## config.mk

```make
export PLATFORM = sky130hd
export DESIGN_NAME = serial_ctrl_reg
export DESIGN_NICKNAME = d
export VERILOG_FILES = /design/src/rtl/ctl_pkg.sv /design/src/rtl/sync_bank.sv /design/src/rtl/frame_rx.sv /design/src/rtl/ctl_reg.sv /design/src/rtl/serial_ctrl_reg.sv
export SDC_FILE = /design/constraint.sdc
export NUM_CORES = 1
export LEC_CHECK = 0
export ABC_AREA = 0
export BUFFER_PORTS_ARGS = -buffer_cell sky130_fd_sc_hd__buf_4
export CORE_ASPECT_RATIO = 2
export CORE_MARGIN = 2
export CORE_UTILIZATION = 40
export DETAILED_ROUTE_END_ITERATION = 16
export SLEW_MARGIN = 20
export SYNTH_ARGS = -nofsm -noshare
export SYNTH_HDL_FRONTEND = slang
export SYNTH_SLANG_ARGS = --single-unit
```

## constraint.sdc

```tcl
create_clock -name clk -period 1.19 [get_ports clk]
set_input_delay 0.119 -clock clk [delete_from_list [all_inputs] [get_ports clk]]
set_output_delay 0.119 -clock clk [all_outputs]
set_load 0.05 [all_outputs]
```

## src/rtl/ctl_pkg.sv

```systemverilog
// Package: shared widths and the control-field layout.
// Assumes the field positions are fixed by downstream decode.
package ctl_pkg;
    localparam int WORD_W = 16;

    // Packed layout: the first member sits at bit 15, the last at bit 0.
    typedef struct packed {
        logic [1:0] test;
        logic       retract;
        logic       spin_gain;
        logic [1:0] off_time;
        logic [1:0] comm_time;
        logic       fast_slew;
        logic       ext_comm;
        logic       var_count;
        logic       bemf_sense;
        logic       brake;
        logic       spin_on;
        logic       vcm_on;
        logic       active;
    } ctl_fields_t;
endpackage

```

## src/rtl/sync_bank.sv

```systemverilog
// Module: sync_bank
// Resamples N asynchronous inputs through a chain of STAGES flops each.
// Assumes each input level lasts at least two clk periods.
// Reset clears every stage to 0.
module sync_bank #(
    parameter int N      = 3,
    parameter int STAGES = 2
) (
    input  logic         clk,
    input  logic         rst_n,
    input  logic [N-1:0] d_in,
    output logic [N-1:0] d_out
);
    generate
        for (genvar i = 0; i < N; i++) begin : g_bit
            logic [STAGES-1:0] chain;
            // Purpose: shift the raw input through the flop chain.
            always_ff @(posedge clk) begin
                if (!rst_n) chain <= '0;
                else        chain <= {chain[STAGES-2:0], d_in[i]};
            end
            assign d_out[i] = chain[STAGES-1];
        end
    endgenerate
endmodule

```

## src/rtl/frame_rx.sv

```systemverilog
// Module: frame_rx
// Detects bit-clock rising edges and the falling edge of the enable on
// already-synchronized inputs. Shifts data in MSB first and counts bits,
// saturating at WIDTH.
// Assumes the inputs come from sync_bank.
module frame_rx #(
    parameter int WIDTH = 16
) (
    input  logic             clk,
    input  logic             rst_n,
    input  logic             en_s,
    input  logic             sck_s,
    input  logic             dat_s,
    output logic [WIDTH-1:0] shword,
    output logic             frame_end,
    output logic             full
);
    localparam int CNT_W = $clog2(WIDTH + 1);
    localparam logic [CNT_W-1:0] CNT_MAX = CNT_W'(WIDTH);

    logic             en_q, sck_q;
    logic [CNT_W-1:0] cnt;
    logic             bit_take;

    assign bit_take  = en_s && sck_s && !sck_q;
    assign frame_end = en_q && !en_s;
    assign full      = (cnt == CNT_MAX);

    // Purpose: keep the previous synchronized levels for edge detection.
    always_ff @(posedge clk) begin
        if (!rst_n) begin
            en_q  <= 1'b0;
            sck_q <= 1'b0;
        end else begin
            en_q  <= en_s;
            sck_q <= sck_s;
        end
    end

    // Purpose: shift data in MSB first on each detected bit-clock rise.
    always_ff @(posedge clk) begin
        if (!rst_n)        shword <= '0;
        else if (bit_take) shword <= {shword[WIDTH-2:0], dat_s};
    end

    // Purpose: count bits in the frame, saturating, cleared while idle.
    always_ff @(posedge clk) begin
        if (!rst_n || !en_s)         cnt <= '0;
        else if (bit_take && !full)  cnt <= cnt + 1'b1;
    end

    // the count never goes past WIDTH.
    a_r5_cnt_bounded: assert property (@(posedge clk) disable iff (!rst_n)
        cnt <= CNT_MAX);
    // a bit taken while full leaves the count full.
    a_r5_cnt_saturates: assert property (@(posedge clk) disable iff (!rst_n)
        (full && bit_take) |=> full);
endmodule

```

## src/rtl/ctl_reg.sv

```systemverilog
// Module: ctl_reg
// Parallel control register. A frame end that carries a full count
// arms a commit flag; the register loads on the next clock and pulses
// the strobe in the same cycle.
// Assumes shword does not change between frame end and load, because
// the enable is low in that window.
module ctl_reg #(
    parameter int WIDTH = 16
) (
    input  logic             clk,
    input  logic             rst_n,
    input  logic             frame_end,
    input  logic             full,
    input  logic [WIDTH-1:0] shword,
    output logic [WIDTH-1:0] word,
    output logic             upd_stb
);
    logic commit_q;

    // Purpose: record that the frame just closed was long enough.
    always_ff @(posedge clk) begin
        if (!rst_n) commit_q <= 1'b0;
        else        commit_q <= frame_end && full;
    end

    // Purpose: load the register and raise the strobe one clock later.
    always_ff @(posedge clk) begin
        if (!rst_n) begin
            word    <= '0;
            upd_stb <= 1'b0;
        end else begin
            upd_stb <= commit_q;
            if (commit_q) word <= shword;
        end
    end

    // reset forces the defaults.
    a_r4_reset_default: assert property (@(posedge clk)
        !rst_n |=> (word == '0));
    // the register only changes together with the strobe.
    a_r7_change_with_stb: assert property (@(posedge clk) disable iff (!rst_n)
        !$stable(word) |-> upd_stb);
    // the strobe lasts a single cycle.
    a_r7_stb_single: assert property (@(posedge clk) disable iff (!rst_n)
        upd_stb |=> !upd_stb);
endmodule

```

## src/rtl/serial_ctrl_reg.sv

```systemverilog
// Module: serial_ctrl_reg (top)
// Serial-loaded 16-bit drive control register with field decode.
// Assumes the serial inputs are asynchronous to clk and each level is
// held for at least two clk periods.
module serial_ctrl_reg (
    input  logic        clk,
    input  logic        rst_n,
    input  logic        ser_en,
    input  logic        ser_clk,
    input  logic        ser_dat,
    output logic [15:0] cfg_word,
    output logic        upd_stb,
    output logic        f_active,
    output logic        f_vcm_on,
    output logic        f_spin_on,
    output logic        f_brake,
    output logic        f_bemf_sense,
    output logic        f_var_count,
    output logic        f_ext_comm,
    output logic        f_fast_slew,
    output logic [1:0]  f_comm_time,
    output logic [1:0]  f_off_time,
    output logic        f_spin_gain,
    output logic        f_retract,
    output logic [1:0]  f_test
);
    import ctl_pkg::*;

    localparam int SYNC_STAGES = 2;

    logic [2:0]        raw_in, syn;
    logic [WORD_W-1:0] shword, word;
    logic              frame_end, full;
    ctl_fields_t       fld;

    assign raw_in = {ser_en, ser_clk, ser_dat};

    sync_bank #(.N(3), .STAGES(SYNC_STAGES)) u_sync (
        .clk   (clk),
        .rst_n (rst_n),
        .d_in  (raw_in),
        .d_out (syn)
    );

    frame_rx #(.WIDTH(WORD_W)) u_rx (
        .clk       (clk),
        .rst_n     (rst_n),
        .en_s      (syn[2]),
        .sck_s     (syn[1]),
        .dat_s     (syn[0]),
        .shword    (shword),
        .frame_end (frame_end),
        .full      (full)
    );

    ctl_reg #(.WIDTH(WORD_W)) u_reg (
        .clk       (clk),
        .rst_n     (rst_n),
        .frame_end (frame_end),
        .full      (full),
        .shword    (shword),
        .word      (word),
        .upd_stb   (upd_stb)
    );

    assign cfg_word     = word;
    assign fld          = ctl_fields_t'(word);
    assign f_active     = fld.active;
    assign f_vcm_on     = fld.vcm_on;
    assign f_spin_on    = fld.spin_on;
    assign f_brake      = fld.brake;
    assign f_bemf_sense = fld.bemf_sense;
    assign f_var_count  = fld.var_count;
    assign f_ext_comm   = fld.ext_comm;
    assign f_fast_slew  = fld.fast_slew;
    assign f_comm_time  = fld.comm_time;
    assign f_off_time   = fld.off_time;
    assign f_spin_gain  = fld.spin_gain;
    assign f_retract    = fld.retract;
    assign f_test       = fld.test;

    // a short frame leaves the register as it was, two clocks on.
    a_r2_short_discard: assert property (@(posedge clk) disable iff (!rst_n)
        (frame_end && !full) |=> ##1 $stable(word));
    // a full frame end produces the strobe exactly two clocks later.
    a_r6_update_latency: assert property (@(posedge clk) disable iff (!rst_n)
        (frame_end && full) |=> ##1 upd_stb);
endmodule

```

==> Flow_metrics.wiki, run 1 <==
{| class="wikitable"
! Metric !! Value
|-
| Outcome || complete, but fails checks
|-
| Violated checks || negative setup slack
|-
| DRT Wirelength || 3370 um
|-
| Final-layout fill cell count || 463
|-
| Initial drt markers || 12
|-
| Placer congestion estimate || 0.6803
|-
| Final core utilization || 0.4885
|-
| Largest area contributor in the synthesized netlist || sky130_fd_sc_hd__dfxtp_1
|-
| Maximum level of the CTS H-tree || 2
|-
| Endpoint of the lowest-slack register-to-register path || u_rx.cnt[0]
|-
| Setup WS pre-CTS || -97.91 ps
|-
| Top-level I/O count || 38
|-
| Overflow left after global routing || 0
|-
| Gr usage total || 0.1420
|-
| Number of synthesized flops with an enable pin || 0
|-
| Endpoint with the worst hold slack || u_sync.g_bit[2].chain[0]
|-
| Startpoint of the worst hold path || ser_en
|-
| Clock insertion delay at the later pin of the skew report || 300 ps
|-
| Starting density of the core || 0.4099
|-
| Class of the most critical setup path || reg -> reg
|-
| Static Leakage || 0.0008360 uW
|-
| Total number of vias || 1290
|-
| Number of antenna-violating nets in the routed design || 0
|-
| Leading post-synthesis cells by cell area || sky130_fd_sc_hd__dfxtp_1 50%, sky130_fd_sc_hd__mux2i_1 8.6%, sky130_fd_sc_hd__buf_4 7.2%, sky130_fd_sc_hd__nand2_1 7.2%, sky130_fd_sc_hd__a21boi_0 5.6%
|-
| Port-buffer cells || 37
|-
| DR DRC count || 0
|-
| HPWL reported at the end of detailed placement || 2369 um
|-
| Worst reg2reg path depth || 5
|-
| WHS || 27.82 ps
|-
| Core region area || 4554 sq um
|-
| Die footprint || 5262 sq um
|-
| Final hold violation count || 0
|-
| Proportion of synthesized flip-flops having asynchronous set or reset || 0
|-
| # nets final || 222
|-
| Share of cells above drive strength 1 || 0.2917
|-
| Number of endpoints failing setup at the final stage || 4
|-
| X dimension of the die || 52.31 um
|-
| Setup skew after layout || 7.477 ps
|-
| Count of different cell masters after synthesis || 24
|-
| Tightest slew margin relative to the limit || 0.7580
|-
| Class of the tightest hold or removal check || in -> reg
|-
| Synthesis-to-layout area growth || 19.17%
|-
| Area taken by flip-flops and latches || 945.9 sq um
|-
| Most used flip-flop cell after synthesis || sky130_fd_sc_hd__dfxtp_1
|-
| Worst voltage drop across the vdd grid || 1.076 mV
|-
| Worst setup EP type || flip-flop
|-
| Critical Path AT || 1470 ps
|-
| Std cell rows || 35
|-
| Root buffer cell || sky130_fd_sc_hd__clkbuf_8
|-
| Instance count along the most critical hold path || 2
|-
| Mean instance size in the synthesized netlist || 9.877 sq um
|-
| Syn Inst Count || 189
|-
| Antenna diode instance count || 0
|-
| Vias per std cell || 4.760
|-
| Dpl cell area || 2072 sq um
|-
| Die Span Y || 100.6 um
|-
| Smallest setup slack after layout || -57.04 ps
|-
| Clock tree sinks || 47
|-
| Post-Synthesis Net Count || 196
|-
| Pin count of the biggest net entering global routing || 31
|-
| Synth Cell Area || 1867 sq um
|-
| 1st-pass router iterations || 4
|-
| Total of warnings raised by yosys || 0
|-
| Slew Limit Fails || 0
|-
| Antenna violations before repair || 0
|-
| Max-cap violation count || 0
|-
| Routed WL per cell || 12.44 um
|-
| Via count of the first global-routing pass || 1263
|-
| Unrepaired setup endpoints after global routing || yes
|-
| Min cycle time layout || 1247 ps
|-
| Clock transition time at the flip-flop clock pins of the worst setup and hold paths || 80 ps
|-
| Startpoint type of the worst setup path || flip-flop
|-
| TritonCTS clock tree || built
|-
| Critical-path maximum fanout || 6
|-
| Final worst-path cycle share || 1.048
|-
| Inserted Clock Buffers || 5
|-
| Sequential cell area fraction in the yosys report || 0.5040
|-
| Count of placed standard cells in the final layout, fillers left out || 271
|-
| First-pass GRT wire length || 5595 um
|-
| Area occupied by multi-input gates || 739.5 sq um
|-
| CTS Buffer Depth || 2
|-
| Register-to-Register Setup Slack || -60 ps
|-
| Yosys reg bits || 47
|-
| Share of the synthesized area in the top cell type || 0.5040
|-
| Reg-to-reg critical path startpoint || u_rx.cnt[0]
|-
| Number of buffers inserted by hold repair at cts || 0
|-
| Post-route standard cell area excluding fillers || 2225 sq um
|-
| Dpl cells || 260
|-
| Required time worst endpoint || 1410 ps
|-
| Achievable clock frequency || 801.9 MHz
|-
| Power density cells || 1275 nW/um^2
|-
| Slew of the pin with the lowest slew margin || 362.5 ps
|}
## cell usage in the layout (no fill, tap or decap)
cell type	instances
sky130_fd_sc_hd__dfxtp_2	4
sky130_fd_sc_hd__nor2b_1	16
sky130_fd_sc_hd__and4b_2	1
sky130_fd_sc_hd__o21ai_0	1
sky130_fd_sc_hd__clkbuf_8	6
sky130_fd_sc_hd__o21ai_1	2
sky130_fd_sc_hd__clkinv_2	1
sky130_fd_sc_hd__ha_2	1
sky130_fd_sc_hd__a21boi_1	2
sky130_fd_sc_hd__dfxtp_1	43
sky130_fd_sc_hd__buf_6	1
sky130_fd_sc_hd__a21boi_0	14
sky130_fd_sc_hd__a21oi_1	3
sky130_fd_sc_hd__or3_1	4
sky130_fd_sc_hd__inv_1	2
sky130_fd_sc_hd__nand3_1	1
sky130_fd_sc_hd__buf_4	44
sky130_fd_sc_hd__mux2i_1	16
sky130_fd_sc_hd__nand4b_1	1
sky130_fd_sc_hd__inv_2	1
sky130_fd_sc_hd__o211ai_1	1
sky130_fd_sc_hd__o31ai_1	1
sky130_fd_sc_hd__and3b_2	1
sky130_fd_sc_hd__bufinv_16	1
sky130_fd_sc_hd__ha_1	1
sky130_fd_sc_hd__a21oi_2	1
sky130_fd_sc_hd__nor4bb_4	1
sky130_fd_sc_hd__nand2_1	36
sky130_fd_sc_hd__nand3b_1	1
sky130_fd_sc_hd__and2_1	8
## metrics by stage
step	setup TNS (ps)	total power, uW
after detailed placement	-336.7	1682
final	-118.7	2836
after global routing	-559.8	2952
after global placement	-37.17	1680
after CTS	-117.4	2890
after floorplan	-0.2797	1661
## cell type report
cell class              count  share of cell area
flip-flops and latches     47              0.4252
repair buffers             45              0.1535
multi-input cells         113              0.3324
clock buffers               6             0.03712
clock inverters             2             0.01575
inverters                   3            0.005062
well taps                  55             0.03093
## repair_timing
action | 4_1_cts | 5_1_grt
resized for setup | 2 | 6
setup endpoints to repair | 5 | 16
pin swaps | 3 | 3
setup buffers | 3 | 0
## critical path, cell delays in order, from the launching register on
cell                       delay, ps
sky130_fd_sc_hd__dfxtp_2         370
sky130_fd_sc_hd__inv_2            40
sky130_fd_sc_hd__ha_2            160
sky130_fd_sc_hd__nor4bb_4        160
sky130_fd_sc_hd__or3_1           310
sky130_fd_sc_hd__a21oi_1         130
## routing by layer
layer  track usage  part of all wire
met1        0.1384              0.39
met2        0.2644              0.56
met3       0.03116             0.031
met4       0.07101             0.019
met5             0                 0
## registers in the layout (all words and copies together), names as in the netlist
name and count:
u_rx.sck_q 1, u_reg.commit_q 1, u_sync.g_bit.chain 6, u_rx.en_q 1
u_rx.cnt 5, u_rx.shword 16, u_reg.upd_stb 1, u_reg.word 16
## power breakdown
| group | internal (uW) | switching [uW] | leakage (uW) |
|---|---|---|---|
| sequential | 1580 | 5.17 | 0.000382 |
| clock | 680 | 512 | 0.0000612 |
| combinational | 31.0 | 25.0 | 0.000393 |
| total | 2290 | 542 | 0.000836 |
## worst max path at each step
stage                start           to  slack (ps)
3_5_place_dp   u_rx.cnt[0]  u_rx.cnt[0]        -100
6_report       u_rx.cnt[0]  u_rx.cnt[0]         -60
4_1_cts        u_rx.cnt[0]  u_rx.cnt[2]         -60
3_3_place_gp   u_rx.cnt[0]  u_rx.cnt[0]         -20
5_1_grt        u_rx.cnt[0]  u_rx.cnt[2]        -140
2_1_floorplan  u_rx.cnt[0]  u_rx.cnt[0]        -0.3
## cell usage after synthesis, types with 2 or more instances
master	number
sky130_fd_sc_hd__a21boi_0	14
sky130_fd_sc_hd__mux2i_1	16
sky130_fd_sc_hd__o21ai_0	3
sky130_fd_sc_hd__a21oi_1	4
sky130_fd_sc_hd__or3_1	4
sky130_fd_sc_hd__ha_1	2
sky130_fd_sc_hd__clkbuf_1	5
sky130_fd_sc_hd__a21boi_1	2
sky130_fd_sc_hd__buf_4	18
sky130_fd_sc_hd__and2_1	8
sky130_fd_sc_hd__inv_1	3
sky130_fd_sc_hd__nor2b_1	16
sky130_fd_sc_hd__dfxtp_1	47
sky130_fd_sc_hd__buf_6	2
sky130_fd_sc_hd__nand2_1	36
## cells by family after synthesis
logic type	after synthesis	share of synthesized area
fa+ha+maj	2	0.01340
simple gates	70	0.2024
flops	47	0.5040
buf+inv	29	0.1032
compound gates	25	0.09115
mux	16	0.08579
Power figures use the tool's default switching activity.
==> run 2: changes to the inputs <==
CORE_UTILIZATION = 48   (was 40)
PLACE_DENSITY = 0.74   (was not set)
==> run 2 against run 1 <==
Net effect: the flow still finishes with violations (negative setup slack); clock-buffer cell count did not move; utilization is 9.8 points higher; routed wire length decreased by 11%; critical path type unchanged.
==> Flow_metrics.wiki, run 2 (synthesis gave the netlist of run 1 again) <==
{| class="wikitable"
! Metric !! Value
|-
| Number of buffers inserted by hold repair at cts || 0
|-
| HPWL reported at the end of detailed placement || 2138 um
|-
| Top-level I/O count || 38
|-
| Via count of the first global-routing pass || 1174
|-
| Share of cells above drive strength 1 || 0.2884
|-
| Gr usage total || 0.1543
|-
| DRT Wirelength || 2984 um
|-
| Routed WL per cell || 11.22 um
|-
| Clock tree sinks || 47
|-
| Core region area || 3804 sq um
|-
| WHS || 24.95 ps
|-
| Smallest setup slack after layout || -29.87 ps
|-
| Setup skew after layout || 3.321 ps
|-
| Post-route standard cell area excluding fillers || 2232 sq um
|-
| Die footprint || 4434 sq um
|-
| Min cycle time layout || 1220 ps
|-
| Critical-path maximum fanout || 6
|-
| Port-buffer cells || 37
|-
| Overflow left after global routing || 0
|-
| Critical Path AT || 1450 ps
|-
| Highest metal layer with signal wires || met4
|-
| Worst voltage drop across the vdd grid || 1.031 mV
|-
| Placer congestion estimate || 0.7807
|-
| Initial drt markers || 14
|-
| Unrepaired setup endpoints after global routing || yes
|-
| Class of the most critical setup path || reg -> reg
|-
| Startpoint type of the worst setup path || flip-flop
|-
| Number of antenna-violating nets in the routed design || 0
|-
| Power density cells || 1269 nW/um^2
|-
| First-pass GRT wire length || 4919 um
|-
| Antenna violations before repair || 0
|-
| Clock insertion delay at the later pin of the skew report || 300 ps
|-
| Final worst-path cycle share || 1.025
|-
| Antenna diode instance count || 0
|-
| X dimension of the die || 48.10 um
|-
| Tightest slew margin relative to the limit || 0.7421
|-
| CTS Buffer Depth || 2
|-
| Total number of vias || 1295
|-
| Violated checks || negative setup slack
|-
| Leading registers by flop count || u_reg.word: 16 flops, u_rx.shword: 16 flops, u_sync.g_bit.chain: 6 flops
|-
| DR DRC count || 0
|-
| TritonCTS clock tree || built
|-
| Wire length on met3 || 99 um
|-
| Root buffer cell || sky130_fd_sc_hd__clkbuf_8
|-
| Final hold violation count || 0
|-
| Worst setup EP type || flip-flop
|-
| Class of the tightest hold or removal check || in -> reg
|-
| Std cell rows || 32
|-
| Top library cells by usage in the layout, fill and taps aside || 43 x sky130_fd_sc_hd__buf_4, 43 x sky130_fd_sc_hd__dfxtp_1, 36 x sky130_fd_sc_hd__nand2_1
|-
| Synthesis-to-layout area growth || 19.57%
|-
| Number of endpoints failing setup at the final stage || 3
|-
| 1st-pass router iterations || 4
|-
| Maximum level of the CTS H-tree || 2
|-
| Slew Limit Fails || 0
|-
| Slew of the pin with the lowest slew margin || 386.3 ps
|-
| Achievable clock frequency || 819.8 MHz
|-
| Total routed wire length on the met1 layer || 1168 um
|-
| Starting density of the core || 0.4908
|-
| Clock transition time at the flip-flop clock pins of the worst setup and hold paths || 80 ps
|-
| Routed met2 length || 1590 um
|-
| Outcome || complete, but fails checks
|-
| Dpl cell area || 2087 sq um
|-
| Required time worst endpoint || 1420 ps
|-
| Max-cap violation count || 0
|-
| Vias per std cell || 4.868
|-
| Inserted Clock Buffers || 5
|-
| Pin count of the biggest net entering global routing || 28
|-
| Static Leakage || 0.0008354 uW
|-
| # nets final || 221
|-
| Die Span Y || 92.20 um
|}
## run 2: cell types whose count changed in the layout (fill, tap and decap cells not counted)
cell	delta
sky130_fd_sc_hd__a21oi_1	+1
sky130_fd_sc_hd__a21oi_2	-1
sky130_fd_sc_hd__buf_12	+1
sky130_fd_sc_hd__buf_4	-1
sky130_fd_sc_hd__buf_6	-1
sky130_fd_sc_hd__dfxtp_2	-1
sky130_fd_sc_hd__dfxtp_4	+1
sky130_fd_sc_hd__ha_2	-1
sky130_fd_sc_hd__ha_4	+1
sky130_fd_sc_hd__inv_1	-1
sky130_fd_sc_hd__inv_4	+1
sky130_fd_sc_hd__o21ai_0	+1
sky130_fd_sc_hd__o21ai_1	-1
## run 2: power by group
| part | leakage [uW] | total (uW) | internal (uW) | switching [uW] |
|---|---|---|---|---|
| clock | 0.0000612 | 1190 | 679 | 513 |
| combinational | 0.000392 | 55.0 | 30.9 | 24.1 |
| sequential | 0.000382 | 1590 | 1580 | 5.04 |
## run 2: worst paths after layout
path,depth (start not counted),slack [ps],from,to
worst max-delay path,5,-30,u_rx.cnt[0],u_rx.cnt[0]
worst min-delay path,2,20,ser_clk,u_sync.g_bit[1].chain[0]
worst max register to register,5,-30,u_rx.cnt[0],u_rx.cnt[0]
worst min register to register,1,440,u_sync.g_bit[0].chain[0],u_sync.g_bit[0].chain[1]
## run 2: metrics by stage
step / std cells / TNS (ps) / utilization / setup slack (ps) / total power, uW
floorplan: 189 / -0.2797 / - / -0.2797 / 1661
global placement: 257 / -71.32 / 0.5487 / -32.31 / 1680
detailed placement: 257 / -343.3 / 0.5487 / -99.90 / 1680
CTS: 266 / -79.64 / 0.5822 / -49.61 / 2881
global route: 266 / -275.4 / 0.5868 / -72.98 / 2947
finish: 266 / -51.39 / 0.5868 / -29.87 / 2833
## run 2: cell type report
cell class              instances  area, sq um
flip-flops and latches         47        948.4
repair buffers                 44        342.8
inverters                       3        13.76
clock buffers                   6        82.58
multi-input cells             113        745.7
well taps                      51        63.81
clock inverters                 2        35.03
fillers                       348         1572
## run 2: critical path, stage by stage, from the launching register on
cell and delay (ps):
sky130_fd_sc_hd__dfxtp_4 380, sky130_fd_sc_hd__inv_4 40, sky130_fd_sc_hd__ha_4 140, sky130_fd_sc_hd__nor4bb_4 160
sky130_fd_sc_hd__or3_1 310, sky130_fd_sc_hd__a21oi_1 110
## run 2: repair_timing
action                                  CTS  global route
buffers inserted                          1             0
gates resized for setup                   2             7
pin swaps                                 4             3
endpoints found under the setup margin    5             7
## run 2: per-layer routing
layer | GRT usage | vias up
met5 | 0 | -
met4 | 0.1036 | 0
met3 | 0.04134 | 12
met2 | 0.2556 | 29
met1 | 0.1528 | 602
li1 | - | 652
